--- config.mk ---
export PLATFORM = sky130hd
export DESIGN_NAME = gpio_bank
export DESIGN_NICKNAME = d
export VERILOG_FILES = /design/src/rtl/gpio_bank_pkg.sv /design/src/rtl/gpio_out_latch.sv /design/src/rtl/gpio_fsel_regs.sv /design/src/rtl/gpio_pin_route.sv /design/src/rtl/gpio_bank.sv
export SDC_FILE = /design/constraint.sdc
export NUM_CORES = 1
export LEC_CHECK = 0
export BUFFER_PORTS_ARGS = -buffer_cell sky130_fd_sc_hd__buf_4
export CORE_AREA = 2 2 139 141
export CTS_CLUSTER_SIZE = 16
export DETAILED_ROUTE_END_ITERATION = 6
export DIE_AREA = 0 0 141 143
export GPL_TIMING_DRIVEN = 0
export HOLD_SLACK_MARGIN = 0.15
export PLACE_DENSITY = 0.69
export SLEW_MARGIN = 20
export SYNTH_ARGS = -nofsm -noshare
export SYNTH_HDL_FRONTEND = slang
export SYNTH_SLANG_ARGS = --single-unit
--- constraint.sdc ---
create_clock -name clk -period 4.8 [get_ports clk]
set_clock_uncertainty 0.05 [all_clocks]
set_input_delay 0.96 -clock clk [delete_from_list [all_inputs] [get_ports clk]]
set_output_delay 0.96 -clock clk [all_outputs]
set_load 0.005 [all_outputs]
--- src/rtl/gpio_bank_pkg.sv ---
package gpio_bank_pkg;
  localparam int ADDR_W        = 3;
  localparam int DATA_W        = 32;
  localparam int FSEL_W        = 2;
  localparam int FSEL_PER_WORD = DATA_W / FSEL_W;

  localparam logic [ADDR_W-1:0] A_LEVEL     = 3'd0;
  localparam logic [ADDR_W-1:0] A_DIR       = 3'd1;
  localparam logic [ADDR_W-1:0] A_SET       = 3'd2;
  localparam logic [ADDR_W-1:0] A_CLR       = 3'd3;
  localparam logic [ADDR_W-1:0] A_FSEL_BASE = 3'd4;

  typedef logic [FSEL_W-1:0] fsel_t;
  localparam fsel_t FSEL_GPIO = 2'd0;
  localparam fsel_t FSEL_FN1  = 2'd1;
  localparam fsel_t FSEL_FN2  = 2'd2;
  localparam fsel_t FSEL_FN3  = 2'd3;
endpackage

--- src/rtl/gpio_out_latch.sv ---
module gpio_out_latch #(
  parameter int NUM_PINS = 32
) (
  input  logic                clk,
  input  logic                rst_n,
  input  logic                set_en,
  input  logic                clr_en,
  input  logic                dir_en,
  input  logic [NUM_PINS-1:0] wdata,
  output logic [NUM_PINS-1:0] latch_q,
  output logic [NUM_PINS-1:0] dir_q
);
  logic [NUM_PINS-1:0] latch_d;
  logic [NUM_PINS-1:0] dir_d;
  logic                latch_ce;

  assign latch_ce = set_en | clr_en;

  // Clear is applied after set, so it dominates if both are ever active.
  always_comb begin
    latch_d = latch_q;
    if (set_en) latch_d = latch_d | wdata;
    if (clr_en) latch_d = latch_d & ~wdata;
    dir_d = wdata;
  end

  always_ff @(posedge clk or negedge rst_n) begin
    if (!rst_n) begin
      latch_q <= '0;
      dir_q   <= '0;
    end else begin
      if (latch_ce) latch_q <= latch_d;
      if (dir_en)   dir_q   <= dir_d;
    end
  end
endmodule

--- src/rtl/gpio_fsel_regs.sv ---
module gpio_fsel_regs
  import gpio_bank_pkg::*;
#(
  parameter int NUM_PINS = 32
) (
  input  logic                       clk,
  input  logic                       rst_n,
  input  logic                       wr_en,
  input  logic [ADDR_W-1:0]          wr_idx,
  input  logic [DATA_W-1:0]          wdata,
  input  logic [ADDR_W-1:0]          rd_idx,
  output logic [NUM_PINS*FSEL_W-1:0] fsel_flat,
  output logic [DATA_W-1:0]          rd_word
);
  for (genvar p = 0; p < NUM_PINS; p++) begin : g_pin
    localparam int WORD  = p / FSEL_PER_WORD;
    localparam int SHIFT = (p % FSEL_PER_WORD) * FSEL_W;
    logic  hit;
    fsel_t fsel_d;
    fsel_t fsel_q;

    assign hit = wr_en && (wr_idx == ADDR_W'(WORD));

    always_comb fsel_d = wdata[SHIFT +: FSEL_W];

    always_ff @(posedge clk or negedge rst_n) begin
      if (!rst_n)   fsel_q <= FSEL_GPIO;
      else if (hit) fsel_q <= fsel_d;
    end

    assign fsel_flat[p*FSEL_W +: FSEL_W] = fsel_q;
  end

  always_comb begin
    rd_word = '0;
    for (int p = 0; p < NUM_PINS; p++) begin
      if (rd_idx == ADDR_W'(p / FSEL_PER_WORD))
        rd_word[(p % FSEL_PER_WORD)*FSEL_W +: FSEL_W] = fsel_flat[p*FSEL_W +: FSEL_W];
    end
  end
endmodule

--- src/rtl/gpio_pin_route.sv ---
module gpio_pin_route
  import gpio_bank_pkg::*;
#(
  parameter int NUM_PINS = 32
) (
  input  logic [NUM_PINS-1:0]        latch_q,
  input  logic [NUM_PINS-1:0]        dir_q,
  input  logic [NUM_PINS*FSEL_W-1:0] fsel_flat,
  input  logic [NUM_PINS-1:0]        pin_in,
  input  logic [NUM_PINS-1:0]        fn1_drive,
  input  logic [NUM_PINS-1:0]        fn2_drive,
  input  logic [NUM_PINS-1:0]        fn3_drive,
  output logic [NUM_PINS-1:0]        pin_out,
  output logic [NUM_PINS-1:0]        pin_oe,
  output logic [NUM_PINS-1:0]        fn1_sense,
  output logic [NUM_PINS-1:0]        fn2_sense,
  output logic [NUM_PINS-1:0]        fn3_sense
);
  for (genvar p = 0; p < NUM_PINS; p++) begin : g_route
    fsel_t sel;
    assign sel = fsel_flat[p*FSEL_W +: FSEL_W];

    always_comb begin
      unique case (sel)
        FSEL_FN1: pin_out[p] = fn1_drive[p];
        FSEL_FN2: pin_out[p] = fn2_drive[p];
        FSEL_FN3: pin_out[p] = fn3_drive[p];
        default:  pin_out[p] = latch_q[p];
      endcase
    end

    assign pin_oe[p]    = dir_q[p];
    assign fn1_sense[p] = (sel == FSEL_FN1) & pin_in[p];
    assign fn2_sense[p] = (sel == FSEL_FN2) & pin_in[p];
    assign fn3_sense[p] = (sel == FSEL_FN3) & pin_in[p];
  end
endmodule

--- src/rtl/gpio_bank.sv ---
module gpio_bank
  import gpio_bank_pkg::*;
#(
  parameter int NUM_PINS = 32
) (
  input  logic                clk,
  input  logic                rst_n,
  input  logic                reg_we,
  input  logic [ADDR_W-1:0]   reg_addr,
  input  logic [DATA_W-1:0]   reg_wdata,
  output logic [DATA_W-1:0]   reg_rdata,
  input  logic [NUM_PINS-1:0] pin_in,
  output logic [NUM_PINS-1:0] pin_out,
  output logic [NUM_PINS-1:0] pin_oe,
  input  logic [NUM_PINS-1:0] fn1_drive,
  input  logic [NUM_PINS-1:0] fn2_drive,
  input  logic [NUM_PINS-1:0] fn3_drive,
  output logic [NUM_PINS-1:0] fn1_sense,
  output logic [NUM_PINS-1:0] fn2_sense,
  output logic [NUM_PINS-1:0] fn3_sense
);
  logic [1:0]                 rst_pipe;
  logic                       rst_sync_n;
  logic                       set_en;
  logic                       clr_en;
  logic                       dir_en;
  logic                       fsel_en;
  logic                       in_fsel_space;
  logic [ADDR_W-1:0]          fsel_idx;
  logic [NUM_PINS-1:0]        latch_q;
  logic [NUM_PINS-1:0]        dir_q;
  logic [NUM_PINS*FSEL_W-1:0] fsel_flat;
  logic [DATA_W-1:0]          fsel_word;

  // Asynchronous assertion, two-stage synchronous release.
  always_ff @(posedge clk or negedge rst_n) begin
    if (!rst_n) rst_pipe <= '0;
    else        rst_pipe <= {rst_pipe[0], 1'b1};
  end
  assign rst_sync_n = rst_pipe[1];

  assign in_fsel_space = (reg_addr >= A_FSEL_BASE);
  assign fsel_idx      = reg_addr - A_FSEL_BASE;
  assign set_en        = reg_we && (reg_addr == A_SET);
  assign clr_en        = reg_we && (reg_addr == A_CLR);
  assign dir_en        = reg_we && (reg_addr == A_DIR);
  assign fsel_en       = reg_we && in_fsel_space;

  gpio_out_latch #(.NUM_PINS(NUM_PINS)) u_latch (
    .clk     (clk),
    .rst_n   (rst_sync_n),
    .set_en  (set_en),
    .clr_en  (clr_en),
    .dir_en  (dir_en),
    .wdata   (reg_wdata[NUM_PINS-1:0]),
    .latch_q (latch_q),
    .dir_q   (dir_q)
  );

  gpio_fsel_regs #(.NUM_PINS(NUM_PINS)) u_fsel (
    .clk       (clk),
    .rst_n     (rst_sync_n),
    .wr_en     (fsel_en),
    .wr_idx    (fsel_idx),
    .wdata     (reg_wdata),
    .rd_idx    (fsel_idx),
    .fsel_flat (fsel_flat),
    .rd_word   (fsel_word)
  );

  gpio_pin_route #(.NUM_PINS(NUM_PINS)) u_route (
    .latch_q   (latch_q),
    .dir_q     (dir_q),
    .fsel_flat (fsel_flat),
    .pin_in    (pin_in),
    .fn1_drive (fn1_drive),
    .fn2_drive (fn2_drive),
    .fn3_drive (fn3_drive),
    .pin_out   (pin_out),
    .pin_oe    (pin_oe),
    .fn1_sense (fn1_sense),
    .fn2_sense (fn2_sense),
    .fn3_sense (fn3_sense)
  );

  always_comb begin
    reg_rdata = '0;
    if (reg_addr == A_LEVEL)     reg_rdata[NUM_PINS-1:0] = pin_in;
    else if (reg_addr == A_DIR)  reg_rdata[NUM_PINS-1:0] = dir_q;
    else if (in_fsel_space)      reg_rdata = fsel_word;
  end
endmodule

### Word-level counts from Yosys, hierarchy flattened

Index checks and enable logic that the tools add are counted.

* register bits after elaboration: 130
* bits of input ports: 166
* output and inout port bits: 192
* logic and storage cells: 314

* add/sub/neg operators: 1
* magnitude comparators: 1
* eq/ne operators: 100
* multiplexer cells: 69
* bitwise operators: 100
* reductions and logical operators: 8

Operator list (number)
* $mux 32: 5
* $eq 2x2->1 const B: 64
* $and 1x1->1: 96
* $pmux 1 s3: 32
* $eq 2x1->1 const B: 32
* $mux 2: 32
* $and 32x32->32: 1
* $not 32->32: 1
* $or 32x32->32: 1
* $eq 3x1->1 const B: 2
* $eq 3x2->1 const B: 2
* $logic_and 1x1->1: 6
* $logic_not 3->1: 2
* $ge 3x3->1 const B: 1
* $sub 3x3->3 const B: 1
* $or 1x1->1: 1

### Depth between registers and ports, before layout

Gate-level depths: netlist (run 1).

* depth in word-level cells: 7
* gate-level depth with buffers: 5
* gate-level depth less buffers: 2

### By module

Synthesis (run 1) repeated with hierarchy kept, for this count alone.

* cell total of the unflattened synthesis: 656
* area, all modules: 8049.0 µm²

Modules (own cells, without submodules)
* gpio_fsel_regs: instances 1, cells each 210, area each 2909.0 µm², seq. area each 1601.5 µm²
* gpio_out_latch: instances 1, cells each 170, area each 2496.1 µm², seq. area each 1601.5 µm²
* gpio_pin_route: instances 1, cells each 160, area each 1841.8 µm², seq. area each 0.0 µm²
* gpio_bank: instances 1, cells each 116, area each 802.0 µm², seq. area each 50.0 µm²

### Worst setup path after synthesis (run 1)

Ideal clock, no wire load.

* path type: input -> output
* from: input reg_addr[0]
* to: output reg_rdata[10]
* arrival time: 1.837 ns
* required time: 3.790 ns
* setup slack: 1.953 ns
* stages on the path: 5
* buffers on the path: 3
* path through: buf_4 > or2_1 > clkbuf_1 > clkbuf_1 > o22ai_1

* word-level cells in the longest chain between the ends: 7
* elaborated cells on any way between the ends: 11
* classes of those cells: add/sub (1); order compare (1); eq/ne (2); mux (5); reduce/logical (2)

RTL lines
* from (decl): line gpio_bank.sv:9 `input logic [ADDR_W-1:0] reg_addr,`
* $sub 3x3->3: line gpio_bank.sv:43 `assign fsel_idx = reg_addr - A_FSEL_BASE;`
* $logic_not 3->1: line gpio_fsel_regs.sv:37 `if (rd_idx == ADDR_W'(p / FSEL_PER_WORD))`
* $mux 2 (2 in a row): line gpio_fsel_regs.sv:37
* $mux 32: line gpio_bank.sv:90 `else if (in_fsel_space) reg_rdata = fsel_word;`
* $mux 32: line gpio_bank.sv:89 `else if (reg_addr == A_DIR) reg_rdata[NUM_PINS-1:0] = dir_q;`
* $mux 32 *: line gpio_bank.sv:88 `if (reg_addr == A_LEVEL) reg_rdata[NUM_PINS-1:0] = pin_in;`
* to (decl): line gpio_bank.sv:11 `output logic [DATA_W-1:0] reg_rdata,`

Mark *: on every way between the ends. The rest lies on a longest branch, timed or not.

### Worst setup path after layout (run 1)

* from: input reg_addr[0]
* to: output reg_rdata[8]

Same word-level chain as after synthesis.

==> results of run 1 <==
## cells in the mapped netlist
cell type,count,area [µm²]
and4bb_1,1,12.51
buf_6,3,33.78
buf_12,3,60.06
nand2_1,52,195.2
buf_2,7,35.03
nor4bb_1,1,10.01
buf_1,4,15.01
conb_1,1,3.750
nand4b_4,1,23.77
nand2b_1,1,6.260
nor2_1,52,195.2
dfrtp_1,130,3253
o22ai_1,32,200.2
mux2_4,60,900.9
inv_1,32,120.1
or2_1,1,6.260
clkbuf_1,15,56.30
buf_4,9,67.56
and3b_1,12,105.1
nand4b_1,32,280.3
mux4_2,32,720.7
and3_1,32,200.2
mux2i_1,96,960.9
mux2_1,36,405.4
## area by class of cell
| type | instances | area (µm²) | area share |
|---|---|---|---|
| Buffer | 41 | 267.8 | 0.02330 |
| Inverter | 32 | 120.1 | 0.01045 |
| Sequential cell | 130 | 3257 | 0.2835 |
| Tap cell | 234 | 292.8 | 0.02548 |
| Multi-Input combinational cell | 442 | 4227 | 0.3679 |
| Clock inverter | 10 | 156.4 | 0.01361 |
| Clock buffer | 22 | 464.2 | 0.04040 |
| Timing Repair Buffer | 355 | 2705 | 0.2354 |
## stage by stage
stage,setup slack [ns],cells,hold WS (ns)
final,1.295,1266,0.2420
after global routing,1.192,1266,0.2381
after CTS,1.270,1266,0.2477
after detailed placement,1.276,1234,0.2529
after global placement,-0.7178,1232,0.2887
after floorplan,0.8599,645,0.2812
## worst max-delay path, delay by kind of cell
family	cells	cell delay (ns)
AND/OR/NAND/NOR	1	0.12
AO/OA/AOI/OAI	1	0.25
buffers and inverters	4	1.16
## how the worst min path moves through the flow
stage | start | slack (ns) | to
floorplan | rst_pipe[0] | 0.28 | rst_pipe[1]
global placement | rst_pipe[0] | 0.29 | rst_pipe[1]
detailed placement | rst_pipe[1] | 0.25 | u_fsel.g_pin[12].fsel_q[1]
CTS | rst_n | 0.25 | rst_pipe[1]
global route | rst_n | 0.24 | rst_pipe[0]
finish | rst_pipe[1] | 0.24 | u_fsel.g_pin[12].fsel_q[1]
## power by group through the flow
stage	combinational (mW)	clock (mW)	sequential, mW
after floorplan	0.690	0	1.58
after global placement	1.32	0	1.71
after detailed placement	1.37	0	1.70
after CTS	1.37	1.39	1.69
after global routing	1.46	1.45	1.74
final	1.36	1.38	1.69
## logic make-up (layout without fill, tap and decap cells)
| kind of cell | after synthesis | count (layout) | share of synthesized area |
|---|---|---|---|
| AO/OA/AOI/OAI | 32 | 32 | 0.02545 |
| buffers and inverters | 73 | 460 | 0.04930 |
| flip-flops | 130 | 130 | 0.4135 |
| multiplexers | 224 | 224 | 0.3798 |
| other | 1 | 1 | 0.0004766 |
| AND/OR/NAND/NOR | 185 | 185 | 0.1315 |
## per-layer routing
layer	vias up	global-route usage
met5	-	0
met4	0	0.09000
met2	300	0.4929
li1	3113	-
met3	37	0.06237
met1	3466	0.3429
==> metrics.txt, run 1 <==
layout cell share with drive strength beyond 1 0.4845; Core Rows 50; CP cell instances buf_4 > or2_1 > clkbuf_1 > clkbuf_1 > o22ai_1 > buf_4; Final Util 0.6184; Pwr Total 4.439 mW; Cells after Synth 645; post-route clock period utilization 0.7302; Clk pin slew, worst setup/hold paths about 0.060 ns; R2R Path End u_fsel.g_pin[25].fsel_q[1]; Hold Buf Count CTS 0; Period minus WS final between 3 and 4 ns; Yosys cell types 24; switching pwr 1.324 mW; post-synthesis sequential area ratio 0.4135; synthesized area 0.007868 mm²; Post-CTS Resized 0; reg2reg start u_fsel.g_pin[25].fsel_q[1]; I/O Buffers 353; CTS Sinks 130; Post-CTS Setup Bufs 0; worst rel slew slack 0.4900; # H-tree levels 4; DR top layer met4; Leak 5.989 nW; internal power ~3.1 mW; crit start category input pin; Max IR drop VDD between 0.2 and 0.3 mV; achievable frequency roughly 0.29 GHz; Clock power frac 0.312; commonest non-fill, non-tap cell in the layout buf_4; Global Route Usage Sum 0.2800; CTS tree done; initial antenna violation count 0; met1 wire length 11430 µm; pwr dens 386.3 mW/mm²; root buffer cell clkbuf_16; CTS buffer count 17; Tightest Hold Check Type flop to async pin; Net Sw Frac 0.2983; total grt overflow 0; crit path max fanout 10; setup TNS 0 ns; Logic pwr share 0.306; WS Path Type input pin to primary output; Met3 Wirelength 1927 µm; DP Area 0.01087 mm²; flop2flop setup slack 3.80 ns; commonest non-fill, non-tap cells in the layout 362 x buf_4, 129 x dfrtp_1, 96 x mux2i_1; # DRC 0; drt first-iter violations 386; max-slew violations 0; die width 141 µm; antenna viol nets, final 0; CP max stage delay 0.58 ns; synthesis warning total 0; diode count 0; IO Count approximately 360; R2R depth 1; crit path to reg_rdata[8]; die area between 0.02 and 0.025 mm²; pin count of the biggest net entering global routing 51; fin area 0.01149 mm²; met2 WL post-DR 14590 µm; Vert. Die Dim 143 µm; Slowest-stage cell, CP clkbuf_1; Critical Path AT between 2 and 2.5 ns; drt via density 5.463; sequential fraction of design power 0.382; Initial Util 0.4234; max_cap viols 0; synthesized area per cell ~12 µm²; Wirelength per Cell about 23 µm; final WL 28600 µm; number of synthesized register bits between 100 and 150; nets between 1000 and 1500; Syn-to-layout area delta 46.04%; first-pass GRT wire length about 42000 µm; Least-Margin Pin Slew 0.7649 ns; clk_lat worst skew 0.42 ns; Worst Setup SP reg_addr[0]; via count just under 7000; CTS Buffer Depth 2; Worst setup EP type primary output; vias in the first global route about 7000; critical path required time around 3.8 ns; Layout fillers 1582; RSZ-0062 raised after global routing false; Core ar. 0.01858 mm²; final setup vio count 0; post-synth net total about 810; endpoints failing hold 0; RePlAce Congestion 0.8154; Post-DP HPWL 21560 µm; DRT Pass-1 Iters 5; outcome complete, no violations
Power figures use the tool's default switching activity.
==> inputs of run 2 (changes only) <==
--- a/config.mk
+++ b/config.mk
@@ -6,13 +6,13 @@
 export NUM_CORES = 1
 export LEC_CHECK = 0
 export BUFFER_PORTS_ARGS = -buffer_cell sky130_fd_sc_hd__buf_4
-export CORE_AREA = 2 2 139 141
+export CORE_MARGIN = 2
+export CORE_UTILIZATION = 43
 export CTS_CLUSTER_SIZE = 16
 export DETAILED_ROUTE_END_ITERATION = 6
-export DIE_AREA = 0 0 141 143
 export GPL_TIMING_DRIVEN = 0
 export HOLD_SLACK_MARGIN = 0.15
-export PLACE_DENSITY = 0.69
+export PLACE_DENSITY = 0.73
 export SLEW_MARGIN = 20
 export SYNTH_ARGS = -nofsm -noshare
 export SYNTH_HDL_FRONTEND = slang
==> constraint.sdc (replaced) <==
create_clock -name clk -period 2.88 [get_ports clk]
set_clock_uncertainty 0.05 [all_clocks]
set_input_delay 0.576 -clock clk [delete_from_list [all_inputs] [get_ports clk]]
set_output_delay 0.576 -clock clk [all_outputs]
set_load 0.005 [all_outputs]
==> run 2 against run 1 <==
Register-to-register slack worse by 2.0 ns. Design area about the same. Cell count down 0.32%. Critical path depth unchanged. Sequential share of layout area about the same. Global-route usage up 0.64 points. Critical path type unchanged. Largest power group unchanged.
==> metrics.txt, run 2 (same netlist as run 1, synthesis figures left out) <==
drt first-iter violations between 300 and 400; WS Path Type input pin to primary output; CTS tree done; DRT Pass-1 Iters 4; final WL 28330 µm; Initial Util 0.4380; IO Count 358; setup TNS 0 ns; max-slew violations 0; achievable frequency 0.3665 GHz; Worst setup EP type primary output; Wirelength per Cell 22.45 µm; Post-DP HPWL 21380 µm; RePlAce Congestion approximately 0.82; post-route clock period utilization 0.9474; met1 wire length between 10000 and 15000 µm; layout cell share with drive strength beyond 1 0.4850; Post-CTS Resized 0; commonest non-fill, non-tap cells in the layout 362 x buf_4, 129 x dfrtp_1, 96 x mux2i_1; crit path max fanout 10; Final Util 0.6399; pin count of the biggest net entering global routing 57; final setup vio count 0; antenna viol nets, final 0; critical path required time 2.25 ns; Period minus WS final between 2 and 3 ns; DR top layer met4; Clock power frac 0.313; Hold Buf Count CTS 1; fin area 0.01149 mm²; Global Route Usage Sum 0.2864; die width 139.3 µm; worst rel slew slack 0.5239; setup ws final 0.1514 ns; CTS buffer count 17; outcome complete, no violations; Syn-to-layout area delta 46.10%; pre-CTS setup slack 0.1654 ns; internal power 5.213 mW; Hold Slack 0.2654 ns; endpoints failing hold 0; Tightest Hold Check Type flop to async pin; R2R depth 1; root buffer cell clkbuf_16; Leak 5.992 nW; die area 0.01939 mm²; cell count after placement 1229; Core Rows 49; via count 6944; Met3 Wirelength between 1500 and 2000 µm; Post-CTS Setup Bufs 0; diode count 0; non-filler cells, final 1262; nets 1186; Core ar. approximately 0.018 mm²; max_cap viols 0; total grt overflow 0; initial antenna violation count 0; RSZ-0062 raised after global routing false; Critical Path AT 2.10 ns; first-pass GRT wire length 42200 µm; Least-Margin Pin Slew 0.7141 ns; switching pwr about 2.2 mW; Vert. Die Dim 139.3 µm; Clk pin slew, worst setup/hold paths 0.06 ns; Logic pwr share 0.305; CTS Sinks 130; pwr dens 642.5 mW/mm²; met2 WL post-DR 14380 µm; # H-tree levels 4; CTS Buffer Depth 2; crit start category input pin; Max IR drop VDD 0.4010 mV; drt via density 5.502; DP Area roughly 0.011 mm²; clk_lat worst skew 0.41 ns; I/O Buffers 353; sequential fraction of design power 0.382; vias in the first global route 7026; Net Sw Frac 0.2942; # DRC 0; commonest non-fill, non-tap cell in the layout buf_4; Pwr Total about 7.4 mW
-- run 2: cell types whose count changed in the layout (fill, tap and decap cells not counted) --
| cell | delta |
|---|---|
| dlygate4sd3_1 | +1 |
| clkinv_4 | -1 |
| clkinvlp_4 | +1 |
| clkbuf_8 | +1 |
| buf_12 | +1 |
| clkbuf_1 | -1 |
| buf_16 | -1 |
-- run 2: cell type report --
type / count / area, µm²
clock inverters: 10 / 155.1
inverters: 32 / 120.1
flip-flops and latches: 130 / 3257
multi-input cells: 442 / 4227
repair buffers: 356 / 2708
plain buffers: 41 / 267.8
well taps: 229 / 286.5
clock buffers: 22 / 474.2
fillers: 1461 / 6469
-- run 2: path summary, 6_finish.rpt --
kind / endpoint / startpoint / slack [ns]
worst max-delay path: reg_rdata[10] / reg_addr[0] / 0.15
worst min-delay path: u_fsel.g_pin[29].fsel_q[0] / rst_pipe[1] / 0.27
worst max register to register: u_fsel.g_pin[18].fsel_q[0] / rst_pipe[1] / 1.84
worst min register to register: u_fsel.g_pin[29].fsel_q[0] / rst_pipe[1] / 0.27
max in group asynchronous: u_fsel.g_pin[18].fsel_q[0] / rst_pipe[1] / 1.84
min in group clk: rst_pipe[1] / rst_pipe[0] / 0.30
-- run 2: power by group through the flow --
stage	Combinational (mW)	Clock, mW	Sequential (mW)
after CTS	2.27	2.33	2.81
after floorplan	1.15	0	2.63
final	2.26	2.31	2.82
after global placement	2.19	0	2.84
after detailed placement	2.26	0	2.84
after global routing	2.42	2.42	2.88
-- run 2: layer usage --
metal  up-vias  GRT usage
met3        36    0.06401
li1       3126          -
met4         0    0.08612
met5         -          0
met2       290     0.5021
met1      3492     0.3539
-- run 2: critical path, stage by stage --
cell	delay, ns
buf_4	0.16
or2_1	0.12
clkbuf_1	0.27
clkbuf_1	0.57
o22ai_1	0.21
buf_4	0.19
